**src/rtl/irqAggPkg.sv**
```systemverilog
package irqAggPkg;

  localparam int STRB_IDX_W = 8;

  typedef enum logic [3:0] {
    ARR_NONE,
    ARR_TYPE,
    ARR_POL,
    ARR_STEER,
    ARR_EN,
    ARR_ACK,
    ARR_STAT1,
    ARR_STAT0,
    ARR_SUM
  } arrSel_e;

  typedef struct packed {
    logic                  wrEn;
    logic                  rdEn;
    arrSel_e               arr;
    logic [STRB_IDX_W-1:0] idx;
  } ctrlStrb_t;

endpackage

```
**src/rtl/irqAggCtrl.sv**
```systemverilog
module irqAggCtrl
  import irqAggPkg::*;
#(
  parameter int GROUPS   = 7,
  parameter int ADDR_W   = 5,
  parameter int SUM_ADDR = 31
) (
  input  logic              clk,
  input  logic              rstN,
  input  logic              busRegion,
  input  logic [ADDR_W-1:0] busAddr,
  input  logic              busWr,
  input  logic              busRd,
  output ctrlStrb_t         strb,
  output logic              rdValid
);

  localparam int BASE1 = GROUPS;
  localparam int BASE2 = 2 * GROUPS;
  localparam int BASE3 = 3 * GROUPS;
  localparam int BASE4 = 4 * GROUPS;

  arrSel_e arrSel;
  int      wordIdx;
  int      baseIdx;

  always_comb begin
    wordIdx = int'(busAddr);
    arrSel  = ARR_NONE;
    baseIdx = 0;
    if (!busRegion) begin
      if (wordIdx < BASE1) begin
        arrSel = ARR_TYPE;
      end else if (wordIdx < BASE2) begin
        arrSel = ARR_POL;   baseIdx = BASE1;
      end else if (wordIdx < BASE3) begin
        arrSel = ARR_STEER; baseIdx = BASE2;
      end else if (wordIdx < BASE4) begin
        arrSel = ARR_EN;    baseIdx = BASE3;
      end
    end else begin
      if (wordIdx < BASE1) begin
        arrSel = ARR_ACK;
      end else if (wordIdx < BASE2) begin
        arrSel = ARR_STAT1; baseIdx = BASE1;
      end else if (wordIdx < BASE3) begin
        arrSel = ARR_STAT0; baseIdx = BASE2;
      end else if (wordIdx == SUM_ADDR) begin
        arrSel = ARR_SUM;
      end
    end
  end

  always_comb begin
    strb.wrEn = busWr;
    strb.rdEn = busRd;
    strb.arr  = arrSel;
    strb.idx  = STRB_IDX_W'(wordIdx - baseIdx);
  end

  always_ff @(posedge clk or negedge rstN) begin
    if (!rstN) rdValid <= 1'b0;
    else       rdValid <= busRd;
  end

endmodule

```
**src/rtl/irqAggDatapath.sv**
```systemverilog
module irqAggDatapath
  import irqAggPkg::*;
#(
  parameter int NUM_SRC        = 224,
  parameter int GROUPS         = 7,
  parameter int SUM_OUT0_SHIFT = 8
) (
  input  logic               clk,
  input  logic               rstN,
  input  logic [NUM_SRC-1:0] irqIn,
  input  ctrlStrb_t          strb,
  input  logic [31:0]        wrData,
  output logic [31:0]        rdData,
  output logic               irqOut0,
  output logic               irqOut1
);

  localparam int PADW = GROUPS * 32;

  logic [31:0] typeW  [GROUPS];
  logic [31:0] polW   [GROUPS];
  logic [31:0] steerW [GROUPS];
  logic [31:0] enW    [GROUPS];

  logic [PADW-1:0] rawPad, syncA, syncB, prevAct, edgeLat;
  logic [PADW-1:0] typeV, polV, steerV, enV, ackV;
  logic [PADW-1:0] actV, edgeDet, pendV, stat0V, stat1V;
  logic [GROUPS-1:0] grp0, grp1;
  logic [31:0] sumWord, rdNext;

  assign rawPad = PADW'(irqIn);

  // two-flop synchroniser and edge history
  always_ff @(posedge clk or negedge rstN) begin
    if (!rstN) begin
      syncA   <= '0;
      syncB   <= '0;
      prevAct <= '0;
    end else begin
      syncA   <= rawPad;
      syncB   <= syncA;
      prevAct <= actV;
    end
  end

  // per-group configuration words
  for (genvar g = 0; g < GROUPS; g++) begin : gCfg
    logic hitWr;
    assign hitWr = strb.wrEn && (strb.idx == STRB_IDX_W'(g));

    always_ff @(posedge clk or negedge rstN) begin
      if (!rstN) begin
        typeW[g]  <= '1;
        polW[g]   <= '0;
        steerW[g] <= '1;
        enW[g]    <= '0;
      end else if (hitWr) begin
        case (strb.arr)
          ARR_TYPE:  typeW[g]  <= wrData;
          ARR_POL:   polW[g]   <= wrData;
          ARR_STEER: steerW[g] <= wrData;
          ARR_EN:    enW[g]    <= wrData;
          default: ;
        endcase
      end
    end

    assign typeV [g*32 +: 32] = typeW[g];
    assign polV  [g*32 +: 32] = polW[g];
    assign steerV[g*32 +: 32] = steerW[g];
    assign enV   [g*32 +: 32] = enW[g];
    assign ackV  [g*32 +: 32] = (hitWr && strb.arr == ARR_ACK) ? wrData : '0;

    assign grp0[g] = |stat0V[g*32 +: 32];
    assign grp1[g] = |stat1V[g*32 +: 32];
  end

  // detection: polarity folds falling/low into rising/high
  assign actV    = syncB ^ polV;
  assign edgeDet = actV & ~prevAct & typeV;

  // a fresh edge in the acknowledge cycle survives
  always_ff @(posedge clk or negedge rstN) begin
    if (!rstN) edgeLat <= '0;
    else       edgeLat <= (edgeLat & ~ackV) | edgeDet;
  end

  assign pendV  = (typeV & edgeLat) | (~typeV & actV);
  assign stat0V = pendV & enV & steerV;
  assign stat1V = pendV & enV & ~steerV;

  assign irqOut0 = |stat0V;
  assign irqOut1 = |stat1V;

  always_comb begin
    sumWord = '0;
    sumWord[GROUPS-1:0]               = grp1;
    sumWord[SUM_OUT0_SHIFT +: GROUPS] = grp0;
  end

  always_comb begin
    rdNext = '0;
    if (strb.arr == ARR_SUM) rdNext = sumWord;
    for (int g = 0; g < GROUPS; g++) begin
      if (strb.idx == STRB_IDX_W'(g)) begin
        case (strb.arr)
          ARR_TYPE:  rdNext = typeW[g];
          ARR_POL:   rdNext = polW[g];
          ARR_STEER: rdNext = steerW[g];
          ARR_EN:    rdNext = enW[g];
          ARR_STAT1: rdNext = stat1V[g*32 +: 32];
          ARR_STAT0: rdNext = stat0V[g*32 +: 32];
          default: ;
        endcase
      end
    end
  end

  always_ff @(posedge clk or negedge rstN) begin
    if (!rstN)          rdData <= '0;
    else if (strb.rdEn) rdData <= rdNext;
    else                rdData <= '0;
  end

endmodule

```
**src/rtl/irqAggTop.sv**
```systemverilog
module irqAggTop
  import irqAggPkg::*;
#(
  parameter int NUM_SRC        = 224,
  parameter int ADDR_W         = 5,
  parameter int SUM_ADDR       = 31,
  parameter int SUM_OUT0_SHIFT = 8
) (
  input  logic               clk,
  input  logic               rstN,
  input  logic [NUM_SRC-1:0] irqIn,
  input  logic               busRegion,
  input  logic [ADDR_W-1:0]  busAddr,
  input  logic               busWr,
  input  logic               busRd,
  input  logic [31:0]        busWrData,
  output logic [31:0]        rdData,
  output logic               rdValid,
  output logic               irqOut0,
  output logic               irqOut1
);

  localparam int GROUPS = (NUM_SRC + 31) / 32;

  ctrlStrb_t strb;

  irqAggCtrl #(
    .GROUPS(GROUPS), .ADDR_W(ADDR_W), .SUM_ADDR(SUM_ADDR)
  ) u_ctrl (
    .clk(clk), .rstN(rstN),
    .busRegion(busRegion), .busAddr(busAddr),
    .busWr(busWr), .busRd(busRd),
    .strb(strb), .rdValid(rdValid)
  );

  irqAggDatapath #(
    .NUM_SRC(NUM_SRC), .GROUPS(GROUPS), .SUM_OUT0_SHIFT(SUM_OUT0_SHIFT)
  ) u_dp (
    .clk(clk), .rstN(rstN),
    .irqIn(irqIn), .strb(strb), .wrData(busWrData),
    .rdData(rdData), .irqOut0(irqOut0), .irqOut1(irqOut1)
  );

endmodule

```
**config.mk**
```make
export PLATFORM = sky130hd
export DESIGN_NAME = irqAggTop
export DESIGN_NICKNAME = d
export VERILOG_FILES = /design/src/rtl/irqAggPkg.sv /design/src/rtl/irqAggCtrl.sv /design/src/rtl/irqAggDatapath.sv /design/src/rtl/irqAggTop.sv
export SDC_FILE = /design/constraint.sdc
export NUM_CORES = 2
export LEC_CHECK = 0
export ABC_AREA = 1
export BUFFER_PORTS_ARGS = -buffer_cell sky130_fd_sc_hd__buf_2
export CAP_MARGIN = 20
export CELL_PAD_IN_SITES_DETAIL_PLACEMENT = 1
export CELL_PAD_IN_SITES_GLOBAL_PLACEMENT = 2
export CORE_MARGIN = 8
export CORE_UTILIZATION = 41
export DETAILED_ROUTE_END_ITERATION = 8
export PLACE_DENSITY_LB_ADDON = 0.1
export SYNTH_ARGS = -nofsm -noshare
export SYNTH_HDL_FRONTEND = slang
export SYNTH_SLANG_ARGS = --single-unit
```
**constraint.sdc**
```tcl
create_clock -name clk -period 2.9 [get_ports clk]
set_input_delay 0.58 -clock clk [delete_from_list [all_inputs] [get_ports clk]]
set_output_delay 0.58 -clock clk [all_outputs]
set_load 0.02 [all_outputs]
```
==> key figures <==
GRT
  – Remaining Overflow, GRT: 0
  – Largest net degree at the start of global routing: 152
  – GRT Util Overall: 0.2949
  – GRT Max-Usage Layer: met2
  – Met2 Usage GRT: 0.4858
  – Initial antenna violation count: 8
  – First-pass GRT wire length: 490100 um
  – Vias in the first global route: 78580
  – Met3 Use GR: 0.03715
  – Met1 Track Usage GR: 0.3911

Finish
  – Fill count: 22970
  – FF/Latch Area: 0.04624 sq mm
  – Design Area, Final: 0.1044 sq mm
  – Most common cell after layout, fill and taps aside: nand2_1
  – Nets: 11140
  – Layout cells sized above 1: 0.2120
  – Multi-input logic area: 0.03100 sq mm
  – Synthesis-to-finish area growth: 27.55%
  – Commonest cells after routing, fill and taps aside: nand2_1, dfrtp_1, inv_1

Status
  – Outcome: complete, but fails checks
  – Failing checks: negative setup slack

Worst setup path
  – Arrival @ worst endpoint: 3.05 ns
  – CP max FO: 2
  – Reg2Reg Setup Slack: 0.24 ns
  – Critical path class: register to primary output
  – Worst EP required: 2.32 ns
  – Worst R2R Path Depth: 17
  – CP Launch Type: register
  – CP Capture Type: primary output

Place
  – DP Area: 0.09258 sq mm
  – PortBufs: 300
  – Final HPWL DP: 223700 um
  – RePlAce Congestion: 0.8993

Synth
  – Sequential share of the synthesized area: 0.5650
  – Post-synth top area cell: dfrtp_1
  – Mapped Cells: 9775
  – Synth warn: 0
  – Synth area leaders: dfrtp_1, dfstp_2, nand2_1
  – Synth Area per Inst: 8.370 sq um
  – #FFs+latches synth: 1825
  – Post-synth ARST share: 1.000
  – Post-synth top area share: 0.4212
  – Synthesized Nets: 10050
  – EDFF count, synth: 0
  – Yosys cell types: 42
  – Mapped cell area: 0.08181 sq mm
  – Top FF cell, synth: dfrtp_1

Clock tree
  – Worst-skew pair later-pin latency: 0.85 ns
  – Number of buffers created by CTS: 204
  – Htree depth: 4
  – TritonCTS clock tree: done
  – Maximum root-to-sink buffer count: 3
  – Clock Sinks: 1825
  – CTS root buffer: clkbuf_16
  – Clock-pin slew on the worst setup and hold paths: 0.06 ns

Power
  – PwrDens: 670.8 mW/mm^2
  – Leakage: 0.04623 uW
  – Switching Fraction: 0.2926
  – Clk pwr share: 0.395
  – Sequential share of power: 0.437
  – Psw: 20490 uW
  – Power Internal: 49520 uW
  – Maximum vdd drop: 0.6351 mV
  – Combinational share of power: 0.168
  – Total power: 70000 uW

STA
  – Clk_skew: 0.03811 ns
  – FMAX: 275.2 MHz
  – Worst setup margin: -0.7336 ns
  – Setup TNS: -14.14 ns
  – RSZ-0062 raised after global routing: true
  – Worst hold slack: 0.2269 ns
  – Endpoints failing setup: 199
  – Worst Tran Pin Value: 0.9713 ns
  – Slew headroom: 0.3525
  – Hold Vio Cnt, Final: 0
  – Final period util: 1.253
  – Final Max Tran Viols: 0
  – Min cycle time layout: 3.634 ns

Drt
  – Routed Antenna Nets: 0
  – 1st-iter DRT viols: 5590
  – Vias: 74180
  – Residual DRC count: 0
  – Drt wl/cell: 24.23 um
  – Routed wire length: 332100 um
  – Drt first pass iters: 5
  – DR vias/cell: 5.411

Die
  – Die width: 462.7 um
  – Initial core utilization: 0.4110
  – Site Rows: 164
  – Die Height: 462.7 um
  – Die area: 0.2141 sq mm
  – # IOs: 301
  – Core ar.: 0.1990 sq mm

Hold path
  – Type of the worst min-delay path: primary input to async pin

Job
  – Max-Cap Viols: 0
## metal layers
layer | routed length [um] | share of wire
met3 | 16010 | 0.048
met5 | 13 | 0.000039
met2 | 154700 | 0.47
met1 | 144800 | 0.44
met4 | 16670 | 0.050
## cell usage after synthesis, types with 2 or more instances
master and n:
o21ai_0 1120, xnor2_1 82, a21oi_1 187, o211ai_1 7, or2_1 4, nor2_2 3
a211oi_1 3, nand3b_1 60, nor3_1 32, a22oi_1 17, nand4_1 43, a221oi_1 3
o21ai_2 2, o221ai_1 30, dfrtp_1 1377, dfstp_2 448, nor4_1 2, ha_1 5
o31ai_1 96, o21a_1 79, nand2_2 4, o22ai_1 358, nor2_1 755, o21ai_1 103
buf_4 6, inv_1 1120, a31oi_1 14, nand3_1 735, clkbuf_1 370, nand2_1 2533
buf_2 83, buf_1 20, o2111ai_1 6, or2_2 49, inv_2 11, o21bai_1 2
## timing repair
action | CTS | global route
hold buffers | 225 | 0
buffers inserted | 3 | 33
pin swaps | 15 | 121
gates resized for setup | 75 | 383
cloned | 1 | 27
setup endpoints to repair | 72 | 1035
endpoints found under the hold margin | 372 | 0
## power groups by stage
| stage | clock network [uW] | registers, uW | logic [uW] |
|---|---|---|---|
| final | 27700 | 30600 | 11700 |
| after CTS | 28200 | 30500 | 11100 |
| after global placement | 0 | 30800 | 10200 |
| after global routing | 29200 | 30900 | 12900 |
| after floorplan | 0 | 30300 | 5460 |
| after detailed placement | 0 | 30900 | 10600 |
## cell families (layout without fill, tap and decap cells)
logic type / after synthesis / after routing / share of synthesized area
DFF: 1825 / 1825 / 0.5650
other: 0 / 4 / 0
and+or+nand+nor: 4223 / 4224 / 0.2116
adders and majority gates: 6 / 6 / 0.001009
buffers and inverters: 1610 / 2883 / 0.07541
AOI/OAI and AO/OA: 2028 / 2028 / 0.1380
xor gates and xnor gates: 83 / 83 / 0.008885
## stage by stage
step	worst slack, ns	std cells	utilization
after floorplan	-0.6425	9775	-
after detailed placement	-1.003	13030	0.4651
final	-0.7336	13710	0.5243
after global placement	-0.9142	13030	0.4651
after CTS	-0.8915	13650	0.5139
after global routing	-0.8438	13710	0.5242
## final timing paths
path	startpoint	to
max	u_dp.syncB[126]	irqOut0
min	rstN	u_dp.syncA[45]
max reg2reg	u_dp.typeV[7]	u_dp.rdData[8]
min reg2reg	u_dp.syncA[127]	u_dp.syncB[127]
max in group asynchronous	rstN	u_dp.syncB[24]
min in group clk	busRd	u_dp.rdData[22]
## sequential cells by signal, indices dropped and copies added, names as in the netlist
signal	flops
u_dp.rdData	32
u_dp.enV	224
u_dp.edgeLat	224
u_dp.syncA	224
u_dp.syncB	224
u_dp.steerV	224
u_dp.polV	224
u_dp.prevAct	224
u_ctrl.rdValid	1
u_dp.typeV	224
## layout make-up
| type | instances | area share |
|---|---|---|
| Timing Repair Buffer | 1368 | 0.1187 |
| Multi-Input combinational cell | 6341 | 0.2971 |
| Sequential cell | 1825 | 0.4431 |
| Tap cell | 2656 | 0.03185 |
| Clock inverter | 96 | 0.01303 |
| Clock buffer | 288 | 0.05530 |
| Inverter | 1131 | 0.04090 |
| Antenna cell | 4 | 0.00009592 |
## worst max-delay path: stages (launching register included)
cell	delay (ns)
dfrtp_1	0.42
xnor2_2	0.21
nand2_1	0.11
nand3_1	0.15
nand2_2	0.09
nor2_4	0.13
nand2_1	0.07
buf_6	0.15
nor2_4	0.12
nand2_4	0.10
nor4_4	0.30
nand2_2	0.15
buf_6	0.16
(Power assumes the default switching activity.)
